File: config.mk
export PLATFORM = sky130hd
export DESIGN_NAME = slave_port_arbiter
export DESIGN_NICKNAME = d
export VERILOG_FILES = /design/src/rtl/spa_pkg.sv /design/src/rtl/spa_prio_pick.sv /design/src/rtl/spa_beat_counter.sv /design/src/rtl/spa_hold_ctrl.sv /design/src/rtl/slave_port_arbiter.sv
export SDC_FILE = /design/constraint.sdc
export NUM_CORES = 1
export LEC_CHECK = 0
export ABC_AREA = 1
export ABC_CLOCK_PERIOD_IN_PS = 3150
export CORE_ASPECT_RATIO = 1.75
export CORE_UTILIZATION = 30
export CTS_CLUSTER_DIAMETER = 100
export DETAILED_ROUTE_END_ITERATION = 8
export GPL_ROUTABILITY_DRIVEN = 1
export PLACE_DENSITY = 0.66
export SYNTH_ARGS = -nofsm -noshare
export SYNTH_HDL_FRONTEND = slang
export SYNTH_SLANG_ARGS = --single-unit
File: constraint.sdc
create_clock -name clk -period 3.15 [get_ports clk]
set_input_delay 0.315 -clock clk [delete_from_list [all_inputs] [get_ports clk]]
set_output_delay 0.315 -clock clk [all_outputs]
set_load 0.02 [all_outputs]
File: src/rtl/spa_pkg.sv
// Package: shared transfer-kind encoding for the slave port arbiter.
// Assumes each master drives a two-bit kind code alongside its request.
package spa_pkg;

    localparam int KIND_W = 2;

    typedef enum logic [KIND_W-1:0] {
        XFER_SINGLE = 2'd0,
        XFER_UNDEF  = 2'd1,
        XFER_FIXED  = 2'd2,
        XFER_RSVD   = 2'd3
    } xfer_kind_e;

endpackage

File: src/rtl/spa_prio_pick.sv
// Module: spa_prio_pick
// Purpose: finds the requester with the largest priority level.
// Assumes: priority levels are unique; if two are equal, the lower index
// is reported. Purely combinational.
module spa_prio_pick #(
    parameter int NUM_MASTERS = 4,
    parameter int PRIO_W      = 2,
    localparam int IDX_W      = $clog2(NUM_MASTERS)
) (
    input  logic [NUM_MASTERS-1:0]        req,
    input  logic [NUM_MASTERS*PRIO_W-1:0] prio_flat,
    output logic [IDX_W-1:0]              win_idx,
    output logic                          any_req
);

    logic [NUM_MASTERS-1:0] wins;

    for (genvar gi = 0; gi < NUM_MASTERS; gi++) begin : g_cand
        logic beats_all;
        // A requester wins when no other requester has a larger level.
        always_comb begin
            beats_all = req[gi];
            for (int j = 0; j < NUM_MASTERS; j++) begin
                if (j != gi && req[j] &&
                    (prio_flat[j*PRIO_W +: PRIO_W] > prio_flat[gi*PRIO_W +: PRIO_W])) begin
                    beats_all = 1'b0;
                end
            end
        end
        assign wins[gi] = beats_all;
    end

    // Encode the winner; the lowest index is kept on a tie.
    always_comb begin
        win_idx = '0;
        for (int k = NUM_MASTERS - 1; k >= 0; k--) begin
            if (wins[k]) begin
                win_idx = IDX_W'(k);
            end
        end
    end

    assign any_req = |req;

endmodule

File: src/rtl/spa_beat_counter.sv
// Module: spa_beat_counter
// Purpose: counts one master's accepted beats during its current tenure
// on the port and reports whether the beat being taken reaches the
// lockout count.
// Assumes: the counter clears in every cycle in which the master does
// not own the port, so a regained tenure starts from zero. Saturates.
module spa_beat_counter #(
    parameter int LOCK_W = 3
) (
    input  logic              clk,
    input  logic              rst_n,
    input  logic              is_owner,
    input  logic              beat_taken,
    input  logic [LOCK_W-1:0] lockout,
    output logic              lock_met
);

    logic [LOCK_W-1:0] cnt_q;

    // Count accepted beats while owning; clear when not owning.
    always_ff @(posedge clk) begin
        if (!rst_n) begin
            cnt_q <= '0;
        end else if (!is_owner) begin
            cnt_q <= '0;
        end else if (beat_taken && (cnt_q != '1)) begin
            cnt_q <= cnt_q + 1'b1;
        end
    end

    // The beat being taken is the (cnt_q+1)th one of this tenure.
    assign lock_met = ({1'b0, cnt_q} + 1'b1) >= {1'b0, lockout};

endmodule

File: src/rtl/spa_hold_ctrl.sv
// Module: spa_hold_ctrl
// Purpose: decides in each cycle whether the port is open for
// arbitration, given the owner's beat, its kind and its lockout state.
// Assumes: a fixed-length burst keeps the same kind until its last beat.
module spa_hold_ctrl
    import spa_pkg::*;
(
    input  logic       clk,
    input  logic       rst_n,
    input  logic       owner_valid,
    input  logic       owner_req,
    input  logic       beat_taken,
    input  xfer_kind_e cur_kind,
    input  logic       cur_last,
    input  logic       owner_met,
    output logic       arb_open
);

    logic fixed_lock_q;

    // Remember that a fixed-length burst is in progress between beats.
    always_ff @(posedge clk) begin
        if (!rst_n) begin
            fixed_lock_q <= 1'b0;
        end else if (!owner_valid) begin
            fixed_lock_q <= 1'b0;
        end else if (beat_taken) begin
            fixed_lock_q <= (cur_kind == XFER_FIXED) && !cur_last;
        end
    end

    // Open the port for arbitration at a permitted beat boundary or when the owner is idle.
    always_comb begin
        if (!owner_valid) begin
            arb_open = 1'b1;
        end else if (beat_taken) begin
            if (cur_kind == XFER_FIXED) begin
                arb_open = cur_last;
            end else begin
                arb_open = owner_met;
            end
        end else begin
            arb_open = !owner_req && !fixed_lock_q;
        end
    end

endmodule

File: src/rtl/slave_port_arbiter.sv
// Module: slave_port_arbiter
// Purpose: one slave port's owner arbiter. Fixed-priority winner
// selection, with per-master beat lockout for single beats and
// undefined-length bursts, and no interruption of fixed-length bursts.
// Assumes: port_ack refers to the current owner's beat; configuration
// inputs are static while reset is released.
module slave_port_arbiter
    import spa_pkg::*;
#(
    parameter int NUM_MASTERS = 4,
    parameter int PRIO_W      = 2,
    parameter int LOCK_W      = 3,
    localparam int IDX_W      = $clog2(NUM_MASTERS)
) (
    input  logic                          clk,
    input  logic                          rst_n,
    input  logic [NUM_MASTERS-1:0]        m_req,
    input  logic [NUM_MASTERS*KIND_W-1:0] m_kind,
    input  logic [NUM_MASTERS-1:0]        m_last,
    input  logic                          port_ack,
    input  logic [NUM_MASTERS*PRIO_W-1:0] cfg_prio,
    input  logic [NUM_MASTERS*LOCK_W-1:0] cfg_lockout,
    output logic [NUM_MASTERS-1:0]        grant,
    output logic [IDX_W-1:0]              owner_idx
);

    logic [IDX_W-1:0]       owner_q;
    logic                   owner_vld_q;
    logic [IDX_W-1:0]       win_idx;
    logic                   any_req;
    logic                   owner_req;
    logic                   beat_taken;
    logic                   arb_open;
    logic                   owner_met;
    logic [NUM_MASTERS-1:0] met_vec;
    logic [NUM_MASTERS-1:0] own_vec;
    xfer_kind_e             cur_kind;
    logic                   cur_last;

    // Owner's view of the shared per-master inputs.
    assign owner_req  = owner_vld_q && m_req[owner_q];
    assign beat_taken = owner_req && port_ack;
    assign cur_kind   = xfer_kind_e'(m_kind[owner_q*KIND_W +: KIND_W]);
    assign cur_last   = m_last[owner_q];
    assign owner_met  = met_vec[owner_q];

    spa_prio_pick #(
        .NUM_MASTERS (NUM_MASTERS),
        .PRIO_W      (PRIO_W)
    ) u_pick (
        .req       (m_req),
        .prio_flat (cfg_prio),
        .win_idx   (win_idx),
        .any_req   (any_req)
    );

    for (genvar gm = 0; gm < NUM_MASTERS; gm++) begin : g_master
        assign own_vec[gm] = owner_vld_q && (owner_q == IDX_W'(gm));

        spa_beat_counter #(
            .LOCK_W (LOCK_W)
        ) u_cnt (
            .clk        (clk),
            .rst_n      (rst_n),
            .is_owner   (own_vec[gm]),
            .beat_taken (beat_taken && own_vec[gm]),
            .lockout    (cfg_lockout[gm*LOCK_W +: LOCK_W]),
            .lock_met   (met_vec[gm])
        );
    end

    spa_hold_ctrl u_hold (
        .clk         (clk),
        .rst_n       (rst_n),
        .owner_valid (owner_vld_q),
        .owner_req   (owner_req),
        .beat_taken  (beat_taken),
        .cur_kind    (cur_kind),
        .cur_last    (cur_last),
        .owner_met   (owner_met),
        .arb_open    (arb_open)
    );

    // Register the new owner at an open arbitration point with a requester present.
    always_ff @(posedge clk) begin
        if (!rst_n) begin
            owner_q     <= '0;
            owner_vld_q <= 1'b0;
        end else if (arb_open && any_req) begin
            owner_q     <= win_idx;
            owner_vld_q <= 1'b1;
        end
    end

    assign grant     = own_vec;
    assign owner_idx = owner_q;

endmodule

# == Word level (Yosys, flattened, before mapping) ==
# Index checks and enable logic that the tools add are counted.
# totals
ff_bits,16
in_bits,39
output_inout_bits,6
wordCells,105
# op_classes
n_addsub,8
magnitude_cmp,17
eq_ne,8
shifts,1
mux,25
n_reduce_logical,39
# op_table
cell,count
$logic_and 1x1->1,29
$gt 2x2->1,12
$mux 1,18
$add 3x1->4 const B,4
$ge 4x3->1,4
$add 3x1->3 const B,4
$ne 3x3->1 const B,4
$reduce_and 2->1,5
$mux 2,4
$shiftx 8x4->2,1
$bmux 1 s2,3
$eq 2x2->1 const B,3
$reduce_or 4->1,1
$logic_not 1->1,3
$lt 2x3->1 const B,1
$eq 2x1->1 const B,1
$logic_not 2->1,1

# == Logic depth before layout (Yosys ltp) ==
# depth
depth_word,9
depth_mapped,16
ltp_nobuf,16

# == Cells and area by module ==
# From an unflattened synthesis, not the netlist that was laid out.
# unflattened
hier_cells,295
area_unflattened_um2,1779.2
# by_module_without_submodules
mod,n_inst,cells_per_inst,area_per_inst_um2,seq_area_each_um2
spa_beat_counter,4,36,239.0,60.1
spa_prio_pick,1,78,432.9,0.0
slave_port_arbiter,1,57,301.5,60.1
spa_hold_ctrl,1,16,88.8,20.0

# == Worst setup path after synthesis ==
# OpenSTA, ideal clock, no wires.
# synth_path
path_type,register to register
startpoint,register g_master[0].u_cnt.cnt_q[0]
endpoint,register owner_q[0] (netlist: owner_idx[0])
setup_ns,0.116
arrival_ns,1.669
required_time_ns,3.034
slack_ns,1.365
stages_incl_launch_ff,15
n_path_buf,0
period_less_slack_ns,1.785
path_cell_list,dfxtp_1 > ha_1 > ha_1 > ha_1 > o21bai_1 > inv_1 > nand2_1 > nand2_1 > nand2_1 > nor2_1 > nand2_1 > nand2_1 > nand2_1 > a21oi_1 > nor2_1
# synth_between
elab_chain_len,8
# synth_lines
item,line_no,source
from (decl),spa_beat_counter.sv:18,logic [LOCK_W-1:0] cnt_q;
from (signal assigned),spa_beat_counter.sv:27,cnt_q <= cnt_q + 1'b1;
$add 3x1->4,spa_beat_counter.sv:32,"assign lock_met = ({1'b0, cnt_q} + 1'b1) >= {1'b0, lockout};"
$ge 4x3->1,spa_beat_counter.sv:32,
$bmux 1 s2,slave_port_arbiter.sv:45,assign owner_met = met_vec[owner_q];
$mux 1 (implied by the code),slave_port_arbiter.sv:45,
$mux 1,spa_hold_ctrl.sv:37,if (cur_kind == XFER_FIXED) begin
$mux 1,spa_hold_ctrl.sv:36,end else if (beat_taken) begin
$mux 1,spa_hold_ctrl.sv:34,if (!owner_valid) begin
$logic_and 1x1->1,slave_port_arbiter.sv:89,end else if (arb_open && any_req) begin
to (signal assigned),slave_port_arbiter.sv:90,owner_q <= win_idx;
to (decl),slave_port_arbiter.sv:27,logic [IDX_W-1:0] owner_q;
# Every way passes these cells. The select of a mux whose other input is x is not followed.
# A chain may end at the register's enable or synchronous reset.

# == Worst setup path in the final report ==
# layout_path
startpoint,register owner_q[1] (netlist: owner_idx[1])
endpoint,output grant[2]
# layout_between
elab_chain_len,2
# layout_lines
item,line_no,source
$eq 2x2->1,slave_port_arbiter.sv:58,assign own_vec[gm] = owner_vld_q && (owner_q == IDX_W'(gm));
$logic_and 1x1->1,slave_port_arbiter.sv:58,
to (decl),slave_port_arbiter.sv:23,"output logic [NUM_MASTERS-1:0] grant,"
# Every way passes these cells.

==> flow_summary.ini <==
[sta]
setup_tns_ns = 0
finalClockSkew_ns = 0.000857
finalSetupViolCount = 0
period_share = 0.721
slew_viol_final = 0
hold_viol = 0
min_period_ns = 2.27
slew_headroom = 0.773
worst_pin_slew_ns = 0.339
grt_setup_unrepaired = false
whs_ns = 0.469
fmax_ghz = 0.440

[power_and_ir_drop]
ir_worst_vdd_uv = 140
internal_power_w = 0.000431
combPwrFrac = 0.438
p_leak_nw = 1.12
seqPwrFrac = 0.334
net-switching-power_w = 0.000252
switching_share = 0.369
p_per_area_nw_per_um2 = 306
clkPwrFrac = 0.228

[setup_path]
required_ns = 2.83
reg2reg_from = g_master[2].u_cnt.cnt_q[0]
crit_arrival_ns = 1.96
critPathKind = reg2out
r2r_cells = 12
endpoint = grant[2]
crit_start = owner_idx[1]
ff2ff_setup_slack_ns = 1.20
end_kind = output port
worst_r2r_endpoint = owner_idx[0]
critPathLaunchType = register
cp_max_fo = 6

[clocking]
htreeDepth = 1
cts_sinks = 16
cts.clk_slew.worst_paths_ns = 0.06
cts_buffer_depth = 2
numCtsBuffers = 3
clk_latency_ns = 0.25
ctsResizeCount = 0
cts_tree = built
root_buffer = clkbuf_8
post_cts_buffers = 0
postCtsHoldBufs = 0

[finish]
syn2layout_area_growth_pct = 32.2
layout-drive-gt1-share = 0.0525
n_antenna_cell = 0
final_nets = 378
fillers = 601

[synth]
synth_cells = 262
synth_area_leaders = ha_1 (24%), dfxtp_1 (19%), nand2_1 (14%), inv_1 (12%), a21oi_1 (5.9%)
synth_cell_types = 22
synth_edf_count = 0
synthDominantCellAreaShare = 0.237
yosysTopAreaCell = ha_1
synth_nets = 333
ys.flop_type = dfxtp_1
avgSynthCellArea_um2 = 6.45
synth_area_um2 = 1690
ys_seq_area_frac = 0.189
synth.top_cells.by_count = nand2_1 (64), inv_1 (52), ha_1 (32)
yosysMostFrequentCell = nand2_1
yosysWarnings = 0
async_flop_share = 0
ys_ff_latch = 16

[place]
dp_hpwl_mm = 3.39
place.gp.congestion = 0.839
io_buffers = 44

[die]
pin_count = 45
core_area_um2 = 5340
initial_core_util = 0.316
die_w_um = 58.7
dieArea_um2 = 5950
dieHeight_um = 101
rows = 35

[global_route]
grt_pass1_vias = 1691
grt_first_pass_wirelength_mm = 6.80
grt_max_degree = 9
grt_antenna_before_repair = 0
grt_usage = 0.146
overflow = 0

[route]
drtIter0Drc = 56
first_pass_iters = 4
viasPerCell = 4.49
wl_per_cell_um = 10.5
drc = 0
wl_mm = 3.98
postRouteAntennaNets = 0
vias = 1703

[run_status]
status = completed

[min_path]
min_path_type = reg2reg

[flow_run]
maxCapViolations = 0
[flip-flops by register name, summed over array words and instances, names as in the netlist]
signal and flops:
owner_vld_q 1, owner_idx 2, u_hold.fixed_lock_q 1, g_master.u_cnt.cnt_q 12
[power groups by stage]
stage	Combinational, W	Sequential [W]	Clock [W]
final	0.000299	0.000228	0.000156
after global routing	0.000343	0.000229	0.000165
after CTS	0.000302	0.000228	0.000161
after detailed placement	0.000300	0.000232	0
after global placement	0.000298	0.000232	0
after floorplan	0.000187	0.000234	0
[kinds of logic after synthesis]
| kind of cell | after synthesis | synth area share |
|---|---|---|
| buf+inv | 61 | 0.144 |
| fa+ha+maj | 32 | 0.237 |
| compound gates | 48 | 0.160 |
| simple gates | 105 | 0.269 |
| flops | 16 | 0.189 |
[layout by cell type, fill, tap and decap left out, drive strengths merged]
cell | Yosys | layout
inv | 57 | 57
nand3b | 2 | 2
nor4 | 1 | 1
a22oi | 2 | 2
a211oi | 1 | 1
nor3 | 2 | 2
nand2 | 64 | 64
ha | 32 | 32
nand4 | 1 | 1
o211ai | 1 | 1
a31oi | 2 | 2
a21oi | 20 | 20
o21ai | 15 | 15
nor2 | 28 | 28
nand3 | 7 | 7
dfxtp | 16 | 16
clkdlybuf4s50 | 0 | 44
clkbuf | 0 | 3
o21bai | 7 | 7
[per-layer routing]
metal,vias up,part of all wire,track usage,wire [um]
met5,-,0,0,0
met2,48,0.50,0.267,1980
li1,923,-,-,-
met3,8,0.053,0.0128,210
met4,0,0.030,0.0879,121
met1,724,0.42,0.158,1670
[layout make-up]
| cell class | count | area [um^2] | area share |
|---|---|---|---|
| Clock buffer | 3 | 41.3 | 0.0185 |
| Sequential cell | 16 | 320 | 0.143 |
| Inverter | 57 | 214 | 0.0957 |
| Multi-Input combinational cell | 185 | 1130 | 0.504 |
| Tap cell | 74 | 92.6 | 0.0414 |
| Timing Repair Buffer | 44 | 440 | 0.197 |
[how the worst min path moves through the flow]
stage / from / end / slack, ns / cells past startpoint
6_report: g_master[1].u_cnt.cnt_q[1] / g_master[1].u_cnt.cnt_q[1] / 0.47 / 2
5_1_grt: g_master[1].u_cnt.cnt_q[2] / g_master[1].u_cnt.cnt_q[2] / 0.49 / 2
4_1_cts: g_master[1].u_cnt.cnt_q[1] / g_master[1].u_cnt.cnt_q[1] / 0.47 / 2
3_5_place_dp: u_hold.fixed_lock_q / u_hold.fixed_lock_q / 0.46 / 2
3_3_place_gp: g_master[2].u_cnt.cnt_q[2] / g_master[2].u_cnt.cnt_q[2] / 0.45 / 2
2_1_floorplan: rst_n / owner_vld_q / 0.42 / 2
[per-stage QoR]
| stage | std cells | instance area [um^2] | setup slack (ns) | power [W] | util |
|---|---|---|---|---|---|
| finish | 379 | 2230 | 0.878 | 0.000683 | 0.418 |
| global route | 379 | 2230 | 0.695 | 0.000738 | 0.418 |
| CTS | 379 | 2230 | 0.856 | 0.000691 | 0.418 |
| detailed placement | 376 | 2190 | 1.03 | 0.000533 | 0.411 |
| global placement | 376 | 2190 | 1.07 | 0.000531 | 0.411 |
| floorplan | 262 | 1690 | 1.36 | 0.000421 | - |
[critical path, stage by stage, from the launching register on]
cell and delay (ns):
dfxtp_1 0.47, inv_1 0.10, nor2_2 0.20, inv_1 0.10, nor2_1 0.19, clkdlybuf4s50_1 0.65
(Power assumes the default switching activity.)
